<file path="src/rtl/ck_pkg.sv">
package ck_pkg;

  typedef enum logic [1:0] {
    CK_COLOUR   = 2'd0,
    CK_KILLED   = 2'd1,
    CK_REL_WAIT = 2'd2
  } ck_state_t;

  function automatic int unsigned ck_cnt_width(input int unsigned limit);
    return (limit < 2) ? 1 : $clog2(limit + 1);
  endfunction

endpackage

</file>
<file path="src/rtl/ck_line_detect.sv">
module ck_line_detect #(
  parameter int unsigned MAG_W = 10
) (
  input  logic             clk,
  input  logic             rst,
  input  logic             line_stb,
  input  logic [MAG_W-1:0] u_mag,
  input  logic [MAG_W-1:0] v_mag,
  input  logic [MAG_W-1:0] thresh,
  output logic             below_now,
  output logic             flag_q
);

  assign below_now = (u_mag < thresh) && (v_mag < thresh);

  always_ff @(posedge clk) begin
    if (rst) begin
      flag_q <= 1'b0;
    end else if (line_stb) begin
      flag_q <= below_now;
    end
  end

  AST_FLAG_HOLD: assert property (@(posedge clk) disable iff (rst)
    !line_stb |=> $stable(flag_q)) else $error("flag changed without line strobe");

endmodule

</file>
<file path="src/rtl/ck_field_counter.sv">
module ck_field_counter #(
  parameter int unsigned KILL_LINES = 127,
  parameter int unsigned CNT_W      = 7
) (
  input  logic clk,
  input  logic rst,
  input  logic line_hit,
  input  logic field_stb,
  output logic reached
);

  localparam logic [CNT_W-1:0] LIMIT = CNT_W'(KILL_LINES);

  logic [CNT_W-1:0] cnt_q;
  logic [CNT_W-1:0] cnt_nx;

  always_comb begin
    cnt_nx = cnt_q;
    if (line_hit && (cnt_q < LIMIT)) begin
      cnt_nx = cnt_q + CNT_W'(1);
    end
  end

  assign reached = field_stb && (cnt_nx >= LIMIT);

  always_ff @(posedge clk) begin
    if (rst) begin
      cnt_q <= '0;
    end else if (field_stb) begin
      cnt_q <= '0;
    end else begin
      cnt_q <= cnt_nx;
    end
  end

  AST_CNT_SAT: assert property (@(posedge clk) disable iff (rst)
    cnt_q <= LIMIT) else $error("count beyond limit");
  AST_CNT_CLEAR: assert property (@(posedge clk) disable iff (rst)
    field_stb |=> (cnt_q == '0)) else $error("count not cleared");
  AST_CNT_IDLE: assert property (@(posedge clk) disable iff (rst)
    (!field_stb && !line_hit) |=> $stable(cnt_q)) else $error("count moved without hit");
  AST_CNT_STEP: assert property (@(posedge clk) disable iff (rst)
    (!field_stb && line_hit && (cnt_q < LIMIT)) |=> (cnt_q == $past(cnt_q) + CNT_W'(1)))
    else $error("count step wrong");

endmodule

</file>
<file path="src/rtl/ck_kill_fsm.sv">
module ck_kill_fsm
  import ck_pkg::*;
(
  input  logic clk,
  input  logic rst,
  input  logic field_stb,
  input  logic reached,
  input  logic vblank,
  output logic kill
);

  ck_state_t st_q;
  ck_state_t st_nx;

  always_comb begin
    st_nx = st_q;
    unique case (st_q)
      CK_COLOUR: begin
        if (field_stb && reached) st_nx = CK_KILLED;
      end
      CK_KILLED: begin
        if (field_stb && !reached) st_nx = CK_REL_WAIT;
      end
      CK_REL_WAIT: begin
        if (field_stb) begin
          st_nx = reached ? CK_KILLED : CK_REL_WAIT;
        end else if (vblank) begin
          st_nx = CK_COLOUR;
        end
      end
      default: st_nx = CK_COLOUR;
    endcase
  end

  always_ff @(posedge clk) begin
    if (rst) begin
      st_q <= CK_COLOUR;
    end else begin
      st_q <= st_nx;
    end
  end

  assign kill = (st_q != CK_COLOUR);

  AST_KILL_ONLY_AT_FIELD: assert property (@(posedge clk) disable iff (rst)
    (!kill && !(field_stb && reached)) |=> !kill) else $error("kill rose off a field strobe");
  AST_KILL_ARM: assert property (@(posedge clk) disable iff (rst)
    (field_stb && reached) |=> kill) else $error("kill not engaged");
  AST_KILL_HOLD: assert property (@(posedge clk) disable iff (rst)
    (kill && !vblank) |=> kill) else $error("kill released outside blanking");
  AST_STATE_LEGAL: assert property (@(posedge clk) disable iff (rst)
    (st_q == CK_COLOUR) || (st_q == CK_KILLED) || (st_q == CK_REL_WAIT))
    else $error("illegal state");

endmodule

</file>
<file path="src/rtl/ck_video_gate.sv">
module ck_video_gate #(
  parameter int unsigned DATA_W = 8,
  parameter int unsigned NCH    = 2
) (
  input  logic              clk,
  input  logic              rst,
  input  logic              kill,
  input  logic [DATA_W-1:0] y_in,
  input  logic [DATA_W-1:0] c_in  [NCH],
  output logic [DATA_W-1:0] y_out,
  output logic [DATA_W-1:0] c_out [NCH]
);

  localparam logic [DATA_W-1:0] NEUTRAL = DATA_W'(1) << (DATA_W - 1);

  always_ff @(posedge clk) begin
    if (rst) begin
      y_out <= '0;
    end else begin
      y_out <= y_in;
    end
  end

  for (genvar ch = 0; ch < NCH; ch++) begin : g_chroma
    always_ff @(posedge clk) begin
      if (rst) begin
        c_out[ch] <= '0;
      end else begin
        c_out[ch] <= kill ? NEUTRAL : c_in[ch];
      end
    end

    AST_CHROMA_BLACK: assert property (@(posedge clk) disable iff (rst)
      kill |=> (c_out[ch] == NEUTRAL)) else $error("chroma not neutral");
    AST_CHROMA_PASS: assert property (@(posedge clk) disable iff (rst)
      !kill |=> (c_out[ch] == $past(c_in[ch]))) else $error("chroma not passed");
  end

  AST_LUMA_PASS: assert property (@(posedge clk) disable iff (rst)
    1'b1 |=> (y_out == $past(y_in))) else $error("luma altered");

endmodule

</file>
<file path="src/rtl/chroma_kill_ctrl.sv">
module chroma_kill_ctrl #(
  parameter int unsigned MAG_W      = 10,
  parameter int unsigned DATA_W     = 8,
  parameter int unsigned KILL_LINES = 127
) (
  input  logic              clk,
  input  logic              rst,
  input  logic              line_stb,
  input  logic              field_stb,
  input  logic              vblank,
  input  logic [MAG_W-1:0]  burst_u_mag,
  input  logic [MAG_W-1:0]  burst_v_mag,
  input  logic [MAG_W-1:0]  burst_thresh,
  input  logic [DATA_W-1:0] y_in,
  input  logic [DATA_W-1:0] u_in,
  input  logic [DATA_W-1:0] v_in,
  output logic [DATA_W-1:0] y_out,
  output logic [DATA_W-1:0] u_out,
  output logic [DATA_W-1:0] v_out,
  output logic              line_noburst,
  output logic              kill_active,
  output logic              color_present
);

  localparam int unsigned CNT_W = ck_pkg::ck_cnt_width(KILL_LINES);
  localparam int unsigned NCH   = 2;

  logic              below_now;
  logic              line_hit;
  logic              reached;
  logic              kill;
  logic [DATA_W-1:0] c_in  [NCH];
  logic [DATA_W-1:0] c_out [NCH];

  ck_line_detect #(.MAG_W(MAG_W)) u_detect (
    .clk      (clk),
    .rst      (rst),
    .line_stb (line_stb),
    .u_mag    (burst_u_mag),
    .v_mag    (burst_v_mag),
    .thresh   (burst_thresh),
    .below_now(below_now),
    .flag_q   (line_noburst)
  );

  assign line_hit = line_stb && below_now;

  ck_field_counter #(.KILL_LINES(KILL_LINES), .CNT_W(CNT_W)) u_count (
    .clk      (clk),
    .rst      (rst),
    .line_hit (line_hit),
    .field_stb(field_stb),
    .reached  (reached)
  );

  ck_kill_fsm u_fsm (
    .clk      (clk),
    .rst      (rst),
    .field_stb(field_stb),
    .reached  (reached),
    .vblank   (vblank),
    .kill     (kill)
  );

  assign c_in[0] = u_in;
  assign c_in[1] = v_in;

  ck_video_gate #(.DATA_W(DATA_W), .NCH(NCH)) u_gate (
    .clk  (clk),
    .rst  (rst),
    .kill (kill),
    .y_in (y_in),
    .c_in (c_in),
    .y_out(y_out),
    .c_out(c_out)
  );

  assign u_out         = c_out[0];
  assign v_out         = c_out[1];
  assign kill_active   = kill;
  assign color_present = !kill;

endmodule

</file>
<file path="config.mk">
export PLATFORM = sky130hd
export DESIGN_NAME = chroma_kill_ctrl
export DESIGN_NICKNAME = d
export VERILOG_FILES = /design/src/rtl/ck_pkg.sv /design/src/rtl/ck_line_detect.sv /design/src/rtl/ck_field_counter.sv /design/src/rtl/ck_kill_fsm.sv /design/src/rtl/ck_video_gate.sv /design/src/rtl/chroma_kill_ctrl.sv
export SDC_FILE = /design/constraint.sdc
export NUM_CORES = 1
export LEC_CHECK = 0
export ABC_AREA = 1
export BUFFER_PORTS_ARGS = -buffer_cell sky130_fd_sc_hd__clkbuf_2
export CAP_MARGIN = 20
export CORE_UTILIZATION = 35
export DETAILED_ROUTE_END_ITERATION = 8
export MAX_ROUTING_LAYER = met4
export SETUP_SLACK_MARGIN = 0.5
export SLEW_MARGIN = 20
export SYNTH_ARGS = -nofsm -noshare
export SYNTH_HDL_FRONTEND = slang
export SYNTH_HIERARCHICAL = 1
export SYNTH_SLANG_ARGS = --single-unit
</file>
<file path="constraint.sdc">
create_clock -name clk -period 6.99 [get_ports clk]
set_input_delay 0.699 -clock clk [delete_from_list [all_inputs] [get_ports clk]]
set_output_delay 0.699 -clock clk [all_outputs]
set_load 0.1 [all_outputs]
</file>
# Yosys cells after proc, flatten, opt, wreduce, memory -nomap -nowiden
# Index checks and enable logic that the tools add are counted.
# word_totals
elab_cells	40
inputBits	59
output_inout_bits	27
ff_bits	34
# op_classes
mux	9
n_addsub	1
n_eq_ne	5
reduce_logical	13
order_cmp	4
# op_table
cell	n
10-bit less-than comparator	2
8-bit two-way mux	2
2-bit two-way mux	5
7-bit by 1-bit adder with 7-bit output, second input constant	1
7-bit >= comparator, second input constant	1
7-bit less-than comparator, second input constant	1
7-bit two-way mux	1
1-bit logical AND	6
2-bit one-hot mux with 3 select lines	1
2-bit by 1-bit inequality test with 1-bit output, second input constant	2
2-bit OR reduction	2
3-bit inequality test, second input constant	1
3-bit AND reduction	1
2-bit by 1-bit equality test with 1-bit output, second input constant	1
2-bit equality test, second input constant	1
1-bit zero test	2
2-bit zero test	1
2-bit nonzero test	1

# Depth between registers and ports, before layout
# Gate-level depths: netlist (run 1).
# logic_depth
depth_word	11
depth_mapped	29
depth_no_buf	28

# Modules after synthesis
# The synthesis (run 1) kept the hierarchy.
# by_module_without_submodules
mod	cells_per_inst	seq_area_each_um2	area_each_um2	instances
ck_video_gate	77	480.5	734.5	1
ck_line_detect	84	20.0	513.0	1
ck_field_counter	83	140.1	460.4	1
ck_kill_fsm	24	40.0	140.1	1
chroma_kill_ctrl	3	0.0	11.3	1

# Least setup slack after synthesis (run 1)
# No wires, ideal clock.
# synth_path
kind	input to register
startpoint	input burst_thresh[9]
endpoint	register u_fsm.st_q[0]
arrival_time_ps	2718
setup_time_ps	56
path_stages	25
required_time_ps	6934
setup_slack_ps	4216
path_buffers	1
path_cell_list	inv_1 > ha_1 > a21o_1 > nor2_1 > nand2_1 > nor2_1 > nand2_1 > inv_1 > nand2_1 > inv_1 > clkbuf_2 > inv_1 > nor2_1 > nand2_1 > nand2_1 > nand2_1 > nor2_1 > nand2_1 > nor2_1 > nand2_1 > nand2_1 > nand2_1 > o21bai_1 > nand2_1 > inv_1
# synth_between
elab_chain_len	11
elab_cells_between_ends	17
classes_between	3 x order compare; 2 x eq/ne; 4 x mux; 8 x reduce/logical
# synth_lines
item	line_no	text
start: declaration	chroma_kill_ctrl.sv:13	input logic [MAG_W-1:0] burst_thresh,
10-bit less-than comparator	ck_line_detect.sv:14	assign below_now = (u_mag < thresh) && (v_mag < thresh);
1-bit logical AND (*)	ck_line_detect.sv:14	
net below_now	chroma_kill_ctrl.sv:28	logic below_now;
1-bit logical AND (*)	chroma_kill_ctrl.sv:46	assign line_hit = line_stb && below_now;
net line_hit	chroma_kill_ctrl.sv:29	logic line_hit;
1-bit logical AND (*)	ck_field_counter.sv:19	if (line_hit && (cnt_q < LIMIT)) begin
7-bit two-way mux (*)	ck_field_counter.sv:19	
7-bit >= comparator (*)	ck_field_counter.sv:24	assign reached = field_stb && (cnt_nx >= LIMIT);
1-bit logical AND (*)	ck_field_counter.sv:24	
net reached	chroma_kill_ctrl.sv:30	logic reached;
1-bit zero test	ck_kill_fsm.sv:22	if (field_stb && !reached) st_nx = CK_REL_WAIT;
1-bit logical AND	ck_kill_fsm.sv:22	
2-bit by 1-bit inequality test with 1-bit output (no line)	-	
3-bit AND reduction (no line)	-	
end signal: assignment	ck_kill_fsm.sv:39	st_q <= st_nx;
end: declaration	ck_kill_fsm.sv:12	ck_state_t st_q;
# Mark *: on every way through the listed nets, which the timed path passes. The rest lies on a longest branch.
# A chain may end at the register's enable or synchronous reset.

# Final worst setup path (run 1)
# Ends and elaborated chain as after synthesis.

==> flow_summary.json, run 1 <==
{
  "clock_skew_ns": 0.007573,
  "core_um2": 5107,
  "h-tree-depth": 2,
  "synth_ff_type": "dfxtp_1",
  "critPathTopFamily": "simple AND/OR/NAND/NOR gates",
  "grt_pass1_wl_um": 5947,
  "cts_hold_buf": 0,
  "max_freq_mhz": 357.9,
  "dr.pass1.iters": 4,
  "die_y_um": 74.89,
  "gr-usage-all-layers_pct": 14.23,
  "area_growth_pct": 31.09,
  "nNetsFinal": 438,
  "netlist_top_cells_area": "dfxtp_1, ha_1, inv_1",
  "die_width_um": 74.89,
  "critPathMostFrequentCell": "nand2_1",
  "dpl_worst_slack_ns": 3.901,
  "finalSetupTns_ns": 0,
  "netlist_area_um2": 1859,
  "hold_viol_final": 0,
  "antenna_found_initial": 0,
  "slew_violations": 0,
  "ios": 86,
  "rsz0062_at_grt": "false",
  "switching_share_pct": 37.88,
  "wl_per_cell_um": 8.603,
  "drive_gt1_share_pct": 31.86,
  "routed_via_density": 4.065,
  "clkLatencyLatePin_ns": 0.28,
  "die_area_um2": 5608,
  "yosysTopAreaCell": "dfxtp_1",
  "cts_tree": "done",
  "cts_buffer_depth": 2,
  "crit_fanout": 8,
  "cp.depth": 25,
  "mostFrequentLayoutCell": "clkbuf_2",
  "drt_wl_total_um": 3708,
  "setup_violations": 0,
  "synth_cell_type_count": 22,
  "synth-async-reset-ratio_pct": 0,
  "drt_drc_violations_left": 0,
  "period_share_pct": 39.98,
  "setup_slack_ns": 4.196,
  "crit_path_max_incr_delay_ns": 0.28,
  "worstPathRequired_ns": 7.22,
  "peakVddDrop_mv": 0.1171,
  "gp_routability_congestion": 0.7867,
  "arrival_ns": 3.02,
  "startpoint_type": "input port",
  "first_global_vias": 1456,
  "pwr-share-clk_pct": 28.7,
  "reg2regPathDepth": 15,
  "clk_pin_slew_ns": 0.07,
  "critPathKind": "in -> reg",
  "cp_slowest_cell": "ha_1",
  "period_minus_slack_ns": 2.794,
  "via_count": 1752,
  "status": "completed",
  "rows": 26,
  "ys_seq_elements": 34,
  "dp_hpwl_um": 3082,
  "p_int_mw": 0.3224,
  "avgSynthCellArea_um2": 6.861,
  "synth_fp_nets": 349,
  "tightest_slew_ns": 0.5590,
  "min_path_cells": 2,
  "drv_cap": 0,
  "synth_top_area_share_pct": 36.61,
  "cts.sinks": 34,
  "initial_core_util_pct": 36.40,
  "cp-end-kind": "flop",
  "p_comb_share_pct": 31.0,
  "cts_buffers": 5,
  "path_buf_inv": 5,
  "grt.overflow.total": 0,
  "pwr_density_cell_nw_per_um2": 212.9,
  "yosysWarningCount": 6,
  "hold_class": "reg -> reg",
  "final_cell_mix": "clkbuf_2, inv_1, nand2_1",
  "grt_max_degree": 16,
  "syn-instance-count": 271,
  "slew_headroom_pct": 62.89,
  "postRouteAntennaNets": 0,
  "p_seq_share_pct": 40.3,
  "ys_seq_area_share_pct": 36.61,
  "synth_edf_count": 0,
  "cts-resized-gates": 0,
  "power.switching_mw": 0.1966,
  "diodes": 0,
  "post_cts_buffers": 0,
  "drt-initial-drc-count": 86,
  "port_buffers": 85,
  "p_leak_nw": 1.446,
  "root_buffer": "clkbuf_8"
}
-- cells by family (layout without fill, tap and decap cells) --
logic type / after synthesis / in the layout / share of synthesized area [%]
compound gates: 16 / 16 / 5.047
fa+ha+maj: 19 / 19 / 12.79
buf+inv: 68 / 158 / 14.74
flops: 34 / 34 / 36.61
simple gates: 134 / 134 / 30.82
-- power groups by stage --
| stage | combinational [mW] | clock (mW) | sequential (mW) |
|---|---|---|---|
| after floorplan | 0.0568 | 0 | 0.285 |
| after global placement | 0.162 | 0 | 0.213 |
| after detailed placement | 0.162 | 0 | 0.214 |
| after CTS | 0.163 | 0.156 | 0.209 |
| after global routing | 0.175 | 0.165 | 0.210 |
| final | 0.161 | 0.149 | 0.209 |
-- tightest hold or removal path: stages (launching register included) --
cell and delay, ns:
dfxtp_1 0.34, o21bai_1 0.09, a21oi_2 0.09
-- flip-flops by register name (all words and copies together) (netlist names) --
name	flops
u_detect/flag_q	1
u_count/cnt_q	7
u_fsm/st_q	2
u_gate/c_out	16
u_gate/y_out	8
-- synth_stat cells, types with 2 or more instances --
master,count
a21o_1,2
a21oi_1,7
dfxtp_1,34
ha_1,19
inv_1,61
inv_2,4
nand2_1,60
nand2_2,2
nand3_1,9
nor2_1,47
nor2_2,11
o21ai_0,4
o21bai_1,2
-- per-layer routing --
metal  track usage, %  vias to the layer above  share of wire [%]
met1            18.02                      732                 47
li1                 -                      973                  -
met4            5.031                        0                1.3
met2            22.52                       42                 47
met3            2.811                        5                4.2
met5                -                        -                  0
-- final cells by class --
class / count / area, um2
Fill cell: 543 / 2670
Multi-Input combinational cell: 169 / 904.6
Sequential cell: 34 / 680.7
Timing Repair Buffer: 85 / 425.4
Inverter: 65 / 244.0
Tap cell: 70 / 87.58
Clock buffer: 6 / 82.58
Clock inverter: 2 / 12.51
-- stage by stage --
stage / instance area [um2] / total power, mW / util, % / instances / hold slack, ns
after floorplan: 1859 / 0.3419 / - / 271 / 0.5422
final: 2437 / 0.5190 / 47.72 / 431 / 0.5584
after global routing: 2437 / 0.5506 / 47.72 / 431 / 0.5975
after global placement: 2342 / 0.3749 / 45.86 / 423 / 0.5439
after CTS: 2437 / 0.5276 / 47.72 / 431 / 0.5650
after detailed placement: 2342 / 0.3756 / 45.86 / 423 / 0.5537
-- path summary, 6_finish.rpt --
kind,endpoint,slack (ns),start
worst max register to register,u_fsm/st_q[0],5.18,u_count/cnt_q[0]
worst min-delay path,u_detect/flag_q,0.56,u_detect/flag_q
worst min register to register,u_detect/flag_q,0.56,u_detect/flag_q
worst max-delay path,u_fsm/st_q[0],4.20,burst_thresh[9]
No activity file was read; power rests on OpenSTA's default activity.
==> run 2, diff against run 1 <==
Settings changed: PLACE_DENSITY set to 0.65.
Clock period 6.99 ns to 2.4 ns, I/O delays scaled along.
==> run 2 against run 1 <==
Total power increased to 3.0 times the previous value. Count of clock-buffer cells in the layout grew 1. Cell area rose by 14%. Utilization grew 6.7 points. Sequential power rose to 2.9 times the previous value. Clock power grew to 2.8 times the previous value. Sequential share of layout area fell by 3.4 points. Hold slack got worse by 0.41 ns. First-iteration DRC count is 10% lower. Worst setup slack lost 4.0 ns. Non-clock buffer count is 9 higher. Via count is 2.7% higher. Largest power group unchanged. Highest routed layer unchanged.
==> flow_summary.json, run 2 (synthesis results as in run 1) <==
{
  "largest_reg_flops": 16,
  "clk_pin_slew_ns": 0.07,
  "drt_wl_total_um": 4003,
  "slew_headroom_pct": 63.11,
  "rows": 26,
  "seqCellArea_um2": 680.7,
  "max_freq_mhz": 457.7,
  "gp_routability_congestion": 0.8417,
  "gr-usage-all-layers_pct": 14.80,
  "crit_path_max_incr_delay_ns": 0.28,
  "pwr_density_cell_nw_per_um2": 566.1,
  "regMostFlops": "u_gate/c_out",
  "top_regs": "u_gate/c_out (16), u_gate/y_out (8), u_count/cnt_q (7)",
  "drt-initial-drc-count": 77,
  "nNetsFinal": 447,
  "ios": 86,
  "mostFrequentLayoutCell": "clkbuf_2",
  "h-tree-depth": 2,
  "finalNonFillerCells": 440,
  "power_mw": 1.573,
  "initial_core_util_pct": 36.40,
  "grt.overflow.total": 0,
  "dr.pass1.iters": 4,
  "period_minus_slack_ns": 2.185,
  "critPathKind": "in -> reg",
  "drv_cap": 0,
  "final_cell_mix": "clkbuf_2, nand2_1, inv_1",
  "cts_buffers": 5,
  "area_growth_pct": 49.46,
  "die_y_um": 74.89,
  "grt_max_degree": 16,
  "arrival_ns": 2.37,
  "drt_drc_violations_left": 0,
  "status": "completed",
  "cp-end-kind": "flop",
  "whs_endpoint": "u_gate/y_out[2]",
  "core_um2": 5107,
  "crit_chain": "clkbuf_2 > inv_4 > ha_4 > nand2_2 > nor2_2 > nand2_1 > nor2_1 > nor2_1 > nand2_1 > inv_1 > nand2_1 > inv_2 > buf_4 > or2_2 > nand2_2 > nor2_1 > nand2_1 > nor2_2 > nor2_1 > nor2_1 > o21bai_1 > nand2_1 > inv_1",
  "worstHoldStart": "y_in[2]",
  "die_width_um": 74.89,
  "finalSetupTns_ns": 0,
  "dp_hpwl_um": 3271,
  "rsz0062_at_grt": "true",
  "r2r_slack_ns": 0.59,
  "dp.cells": 429,
  "routed_via_density": 4.091,
  "min_path_cells": 3,
  "cp.depth": 23,
  "r2r-end": "u_fsm/st_q[0]",
  "cts_hold_buf": 0,
  "tightest_slew_ns": 0.5557,
  "period_share_pct": 91.04,
  "drive_gt1_share_pct": 42.70,
  "cts.sinks": 34,
  "clkLatencyLatePin_ns": 0.28,
  "hold_class": "in -> reg",
  "path_buf_inv": 6,
  "fin_area_um2": 2779,
  "dpl_cell_area_um2": 2595,
  "p_leak_nw": 1.514,
  "cts_buffer_depth": 2,
  "wl_per_cell_um": 9.098,
  "root_buffer": "clkbuf_8",
  "startpoint_type": "input port",
  "cp_slowest_cell": "or2_2",
  "worstPathRequired_ns": 2.58,
  "reg2reg_from": "u_count/cnt_q[0]",
  "reg2regPathDepth": 15,
  "slew_violations": 0,
  "critPathTopFamily": "simple AND/OR/NAND/NOR gates",
  "crit_fanout": 6,
  "clock_skew_ns": 0.007453,
  "multi_input_area_um2": 1106,
  "nFillCells": 496,
  "die_area_um2": 5608,
  "cts_tree": "done",
  "postRouteAntennaNets": 0,
  "diodes": 0,
  "grt_pass1_wl_um": 6223,
  "hold_viol_final": 0,
  "peakVddDrop_mv": 0.3496,
  "port_buffers": 85,
  "via_count": 1800,
  "setup_violations": 0,
  "antenna_found_initial": 0,
  "first_global_vias": 1535
}
-- run 2: worst register-to-register path: stages (launching register included) --
cell and delay (ns):
dfxtp_1 0.39, ha_1 0.28, nand3_1 0.10, nand2_1 0.07, nand2_1 0.05, nand3_1 0.06
nand2_1 0.07, nor2_1 0.12, nand2_1 0.08, nor2_2 0.14, nand2_2 0.07, nand3_2 0.06
nand2_1 0.04, o21bai_1 0.13, nand2_1 0.06, inv_1 0.05
-- run 2: worst max path at each step --
| stage | start | to | slack (ns) |
|---|---|---|---|
| 3_5_place_dp | burst_thresh[3] | u_fsm/st_q[0] | -0.25 |
| 2_1_floorplan | burst_thresh[3] | u_fsm/st_q[0] | 0.18 |
| 6_report | burst_thresh[8] | u_fsm/st_q[0] | 0.22 |
| 5_1_grt | burst_thresh[9] | u_fsm/st_q[0] | -0.05 |
| 3_3_place_gp | burst_thresh[3] | u_fsm/st_q[0] | -0.17 |
| 4_1_cts | burst_thresh[9] | u_fsm/st_q[0] | 0.21 |
-- run 2: timing repair --
item                       4_1_cts  5_1_grt
resized for setup               14       11
pin swaps                       11       21
buffers inserted                 2        1
setup endpoints to repair        2        3
-- run 2: final cells by class --
class                      count  share of cell area [%]
inverter                      65                   10.27
timing repair buffer          94                   19.00
clock buffer                   7                   3.107
multi-input combinational    169                   39.80
tap                           70                   3.152
sequential                    34                   24.49
clock inverter                 1                  0.1801
-- run 2: stage by stage --
stage	util, %	setup slack [ns]	hold slack [ns]
floorplan	-	0.1811	0.3091
global placement	50.81	-0.1748	0.4329
detailed placement	50.81	-0.2465	0.4368
CTS	53.80	0.2130	0.1356
global route	54.41	-0.04841	0.1477
finish	54.41	0.2150	0.1497
-- run 2: where the power goes --
part	total, mW	internal (mW)	leakage [nW]	switching [mW]
Sequential	0.609	0.597	0.281	0.0118
Clock	0.422	0.231	0.0482	0.191
Combinational	0.542	0.154	1.18	0.388
-- run 2: per-layer routing --
layer / wire length (um) / track usage (%) / vias up
li1: - / - / 991
met1: 1735 / 18.32 / 767
met2: 2085 / 24.32 / 40
met3: 163 / 2.677 / 2
met4: 19 / 4.822 / 0
met5: 0 / - / -
